[src/rtl/phycr_pkg.sv]
package phycr_pkg;
    localparam int DW       = 16;
    localparam int CW       = 20;
    localparam int SW       = 17;
    localparam int B_CAPADR = 16;
    localparam int B_CAPDAT = 17;
    localparam int B_WRSTB  = 18;
    localparam int B_RDSTB  = 19;
    localparam int B_ACK    = 16;

    typedef enum logic [3:0] {
        ST_IDLE,
        ST_ADR_HI,
        ST_ADR_LO,
        ST_RD_HI,
        ST_RD_LO,
        ST_DAT_HI,
        ST_DAT_LO,
        ST_WR_HI,
        ST_WR_LO,
        ST_DONE,
        ST_ERR_CLR,
        ST_ERR_RPT
    } fsm_t;
endpackage

[src/rtl/phycr_sync.sv]
module phycr_sync #(
    parameter int STAGES = 2
) (
    input  logic clk,
    input  logic rst_n,
    input  logic d,
    output logic q
);
    logic [STAGES-1:0] chain;

    generate
        for (genvar i = 0; i < STAGES; i++) begin : g_stage
            always_ff @(posedge clk or negedge rst_n) begin
                if (!rst_n)      chain[i] <= 1'b0;
                else if (i == 0) chain[i] <= d;
                else             chain[i] <= chain[(i > 0) ? i - 1 : 0];
            end
        end
    endgenerate

    assign q = chain[STAGES-1];
endmodule

[src/rtl/phycr_poll.sv]
module phycr_poll #(
    parameter int LIMIT = 100
) (
    input  logic clk,
    input  logic rst_n,
    input  logic clr,
    output logic expired
);
    localparam int CNTW = $clog2(LIMIT + 1);
    logic [CNTW-1:0] cnt;

    always_ff @(posedge clk or negedge rst_n) begin
        if (!rst_n)                       cnt <= '0;
        else if (clr)                     cnt <= '0;
        else if (cnt != CNTW'(LIMIT - 1)) cnt <= cnt + 1'b1;
    end

    assign expired = (cnt == CNTW'(LIMIT - 1));
endmodule

[src/rtl/phycr_master.sv]
module phycr_master #(
    parameter int POLL_MAX    = 100,
    parameter int SYNC_STAGES = 2
) (
    input  logic        clk,
    input  logic        rst_n,
    input  logic        req,
    input  logic        we,
    input  logic [15:0] addr,
    input  logic [15:0] wdata,
    output logic        done,
    output logic        err,
    output logic [15:0] rdata,
    output logic [19:0] phy_ctrl,
    input  logic [16:0] phy_stat
);
    import phycr_pkg::*;

    fsm_t          state_q, state_d;
    logic          ack_s;
    logic          expired;
    logic          we_q;
    logic [DW-1:0] addr_q, wdata_q, rdata_q;

    phycr_sync #(.STAGES(SYNC_STAGES)) u_sync (
        .clk   (clk),
        .rst_n (rst_n),
        .d     (phy_stat[B_ACK]),
        .q     (ack_s)
    );

    phycr_poll #(.LIMIT(POLL_MAX)) u_poll (
        .clk     (clk),
        .rst_n   (rst_n),
        .clr     (state_q != state_d),
        .expired (expired)
    );

    // state register and request/data capture
    always_ff @(posedge clk or negedge rst_n) begin
        if (!rst_n) begin
            state_q <= ST_IDLE;
            we_q    <= 1'b0;
            addr_q  <= '0;
            wdata_q <= '0;
            rdata_q <= '0;
        end else begin
            state_q <= state_d;
            if (state_q == ST_IDLE && req) begin
                we_q    <= we;
                addr_q  <= addr;
                wdata_q <= wdata;
            end
            if (state_q == ST_RD_HI && ack_s)
                rdata_q <= phy_stat[DW-1:0];
        end
    end

    // next-state logic
    always_comb begin
        state_d = state_q;
        unique case (state_q)
            ST_IDLE:    if (req) state_d = ST_ADR_HI;
            ST_ADR_HI:  if (ack_s) state_d = ST_ADR_LO;
                        else if (expired) state_d = ST_ERR_CLR;
            ST_ADR_LO:  if (!ack_s) state_d = we_q ? ST_DAT_HI : ST_RD_HI;
                        else if (expired) state_d = ST_ERR_CLR;
            ST_RD_HI:   if (ack_s) state_d = ST_RD_LO;
                        else if (expired) state_d = ST_ERR_CLR;
            ST_RD_LO:   if (!ack_s) state_d = ST_DONE;
                        else if (expired) state_d = ST_ERR_CLR;
            ST_DAT_HI:  if (ack_s) state_d = ST_DAT_LO;
                        else if (expired) state_d = ST_ERR_CLR;
            ST_DAT_LO:  if (!ack_s) state_d = ST_WR_HI;
                        else if (expired) state_d = ST_ERR_CLR;
            ST_WR_HI:   if (ack_s) state_d = ST_WR_LO;
                        else if (expired) state_d = ST_ERR_CLR;
            ST_WR_LO:   if (!ack_s) state_d = ST_DONE;
                        else if (expired) state_d = ST_ERR_CLR;
            ST_DONE:    state_d = ST_IDLE;
            ST_ERR_CLR: state_d = ST_ERR_RPT;
            ST_ERR_RPT: state_d = ST_IDLE;
            default:    state_d = ST_IDLE;
        endcase
    end

    // outputs
    always_comb begin
        phy_ctrl = '0;
        done     = 1'b0;
        err      = 1'b0;
        unique case (state_q)
            ST_ADR_HI: begin
                phy_ctrl[DW-1:0]     = addr_q;
                phy_ctrl[B_CAPADR]   = 1'b1;
            end
            ST_ADR_LO:  phy_ctrl[DW-1:0] = addr_q;
            ST_RD_HI:   phy_ctrl[B_RDSTB] = 1'b1;
            ST_DAT_HI: begin
                phy_ctrl[DW-1:0]     = wdata_q;
                phy_ctrl[B_CAPDAT]   = 1'b1;
            end
            ST_DAT_LO:  phy_ctrl[DW-1:0] = wdata_q;
            ST_WR_HI:   phy_ctrl[B_WRSTB] = 1'b1;
            ST_WR_LO:   phy_ctrl[DW-1:0] = wdata_q;
            ST_DONE:    done = 1'b1;
            ST_ERR_RPT: begin
                done = 1'b1;
                err  = 1'b1;
            end
            default: ;
        endcase
    end

    assign rdata = rdata_q;
endmodule

[config.mk]
export PLATFORM = sky130hd
export DESIGN_NAME = phycr_master
export DESIGN_NICKNAME = d
export VERILOG_FILES = /design/src/rtl/phycr_pkg.sv /design/src/rtl/phycr_sync.sv /design/src/rtl/phycr_poll.sv /design/src/rtl/phycr_master.sv
export SDC_FILE = /design/constraint.sdc
export NUM_CORES = 1
export LEC_CHECK = 0
export ABC_AREA = 1
export CORE_MARGIN = 10
export CORE_UTILIZATION = 51
export CTS_BUF_LIST = sky130_fd_sc_hd__clkbuf_16
export CTS_CLUSTER_SIZE = 24
export DETAILED_ROUTE_END_ITERATION = 16
export GPL_ROUTABILITY_DRIVEN = 0
export MAX_ROUTING_LAYER = met4
export PLACE_DENSITY_LB_ADDON = 0.3
export SYNTH_ARGS = -nofsm -noshare
export SYNTH_HDL_FRONTEND = slang
export SYNTH_HIERARCHICAL = 1
export SYNTH_SLANG_ARGS = --single-unit
[constraint.sdc]
create_clock -name clk -period 3.2 [get_ports clk]
set_input_delay 0.48 -clock clk [delete_from_list [all_inputs] [get_ports clk]]
set_output_delay 0.48 -clock clk [all_outputs]
set_load 0.1 [all_outputs]
==> summary.md, run 1 <==
| Metric | Value |
|---|---|
| Commonest non-fill, non-tap cell in the layout | nand2_1 |
| Met2 Track Usage GR | 30.7% |
| Worst-margin pin slew | 0.977 ns |
| Compound-Gate Fraction of Synth Area | 10.1% |
| Layout Skew | 0.00483 ns |
| Largest net degree at the start of global routing | 50 |
| Final core occ | 71.4% |
| RSZ-0062 raised after global routing | false |
| Max frequency | 360 MHz |
| Inserted Clock Buffers | 9 |
| GRT Util Overall | 18.1% |
| CTS resizes | 0 |
| Status | finished clean |
| Crit start category | register |
| Drt drc | 0 |
| Clock Latency Late Sink | 0.33 ns |
| Post-DP HPWL | 5950 um |
| Syn Nets | 411 |
| Clk buf depth | 2 |
| CTS tree | built |
| Initial drt markers | 113 |
| CP required | 2.72 ns |
| Core Area | 5890 um2 |
| Post-Synth Adder-Cell Area | 0.410% |
| Final worst slack | 0.422 ns |
| Postcts setup bufs | 0 |
| Xor/xnor cell area share of the yosys netlist | 0.573% |
| # rows | 28 |
| Root buffer cell | clkbuf_16 |
| Path type of the worst setup path | register to output port |
| Total negative slack | 0 ns |
| DRT Wirelength | 8180 um |
| Vias in the first global route | 2973 |
| Slew Viols, Final | 0 |
| Post-synthesis cell area | 3060 um2 |
| Cell variety after synth | 29 |
| Sink Count | 62 |
| M1 GR Usage | 19.6% |
| H-tree levels | 3 |
| Crit path DAT | 2.30 ns |
| Post-Synthesis Cells | 357 |
| Initial antenna violation count | 0 |
| Initial Util | 51.9% |
| Nets | 503 |
| WL/cell | 15.5 um |
| Die area | 9490 um2 |
| Worst Setup SP | state_q[0] |
| IO Pins | 91 |
| Drt first pass iters | 4 |
| Post-synthesis mux area share | 6.27% |
| Via count | 2745 |
| First-pass GRT wire length | 13900 um |
| Most Used Layer, Global Route | met2 |
| Simple-Gate Fraction of Synth Area | 24.3% |
| Die Y | 97.4 um |
| PortBufs | 90 |
| Most frequent cells in the layout | nand2_1 (94), dfrtp_1 (62), clkdlybuf4s50_1 (52) |
| Tcrit/Tclk final | 86.8% |
| Synth Area per Inst | 8.56 um2 |
| Fin. Hold Viols | 0 |
| Worst setup EP type | output port |
| Min-Delay Path Class | input port to asynchronous set/reset pin |
| Area delta synth->final | 37.6% |
| Die Wd | 97.4 um |
| Setup violators final | 0 |
| Via density per instance | 5.19 |
| Total grt overflow | 0 |
| Relative slew margins | 34.7% |
| Largest family of logic cells by synthesized area | simple AND/OR/NAND/NOR gates |
| Clock transition at path regs | 0.05 ns |
| Hold_buf cts | 0 |
| Share of cells above drive strength 1 | 20.7% |
| Worst R2R Start | u_poll/cnt[0] |
| Number of max-cap violations | 0 |
| Synth warnings | 6 |
| ANT cells | 0 |
| Worst-path fanout max | 16 |
| Routed Antenna Nets | 0 |
| Worst slack, placed | 0.784 ns |
| Sequential element share of the synthesized area | 50.8% |
| GR met3 Demand/Resource | 5.76% |
| Flop and latch count out of synthesis | 62 |
| Final Critical Period | 2.78 ns |
## state kept, by name, indices dropped and copies added (netlist names)
| register | count |
|---|---|
| addr_q | 16 |
| rdata | 16 |
| state_q | 4 |
| u_poll/cnt | 7 |
| u_sync/chain | 1 |
| u_sync/q | 1 |
| wdata_q | 16 |
| we_q | 1 |
## per-layer routing
layer | part of all wire, % | vias up
met4 | 1.3 | 0
met2 | 51 | 96
met1 | 42 | 1309
met5 | 0 | -
met3 | 5.9 | 14
li1 | - | 1326
## cell usage after synthesis
cell | instances | area (um2)
nor2_1 | 41 | 154
a21oi_1 | 18 | 90.1
a211oi_4 | 1 | 20.0
nand2_2 | 4 | 25.0
o22ai_1 | 1 | 6.26
ha_1 | 1 | 12.5
o311ai_0 | 1 | 8.76
nand3_2 | 3 | 30.0
nand2_4 | 1 | 11.3
buf_4 | 1 | 7.51
nor2_4 | 4 | 45.0
inv_2 | 4 | 15.0
o21bai_1 | 1 | 7.51
inv_1 | 33 | 124
nor2_2 | 4 | 25.0
and3_1 | 1 | 6.26
clkbuf_1 | 1 | 3.75
nand3_1 | 10 | 50.1
o21ai_1 | 1 | 5.00
mux2_2 | 16 | 180
o21ai_0 | 34 | 170
dfrtp_1 | 62 | 1550
nand2_1 | 94 | 353
mux2_1 | 1 | 11.3
buf_2 | 5 | 25.0
buf_6 | 5 | 56.3
xor2_1 | 2 | 17.5
or2_0 | 1 | 6.26
nand4_1 | 6 | 37.5
## final timing paths
check                           endpoint  slack, ns  depth (start not counted)
min in group clk                u_sync/q       0.36                          0
max reg2reg                u_poll/cnt[0]       0.76                         19
min reg2reg                     u_sync/q       0.36                          0
min                            addr_q[6]       0.10                          1
max                          phy_ctrl[8]       0.42                          6
max in group asynchronous    wdata_q[10]       2.37                          2
## cell families after synthesis
kind of cell,after synthesis
simple gates,169
flops,62
compound gates,57
buf+inv,49
mux,17
xor+xnor,2
fa+ha+maj,1
## layout make-up
cell class / instances / area [um2]
clock inverter: 7 / 97.6
multi-input combinational: 246 / 1270
fill: 461 / 1680
inverter: 37 / 139
timing repair buffer: 93 / 826
sequential: 62 / 1550
clock buffer: 9 / 225
tap: 75 / 93.8
## stage by stage
stage / cell area, um2 / hold slack, ns / std cells
after floorplan: 3060 / 0.184 / 357
after global placement: 3880 / 0.339 / 513
after detailed placement: 3880 / 0.341 / 513
after CTS: 4210 / 0.118 / 529
after global routing: 4210 / 0.139 / 529
final: 4210 / 0.102 / 529
## critical path: stages, from the launching register on
cell      delay (ns)
dfrtp_1         0.54
inv_1           0.15
nand2_2         0.16
nor2_4          0.07
a211oi_4        0.61
o21ai_1         0.16
buf_4           0.27
Power of run 1 is left out: the tool's default activity adds up to more than one toggle a clock period on the data nets, which glitch-free logic cannot reach.
==> run 2, diff against run 1 <==
Settings changed: CAP_MARGIN set to 20.
==> results of run 2 <==
Final layout, timing and power as in run 1 (identical DEF).
Power of run 2 is left out for the same reason.
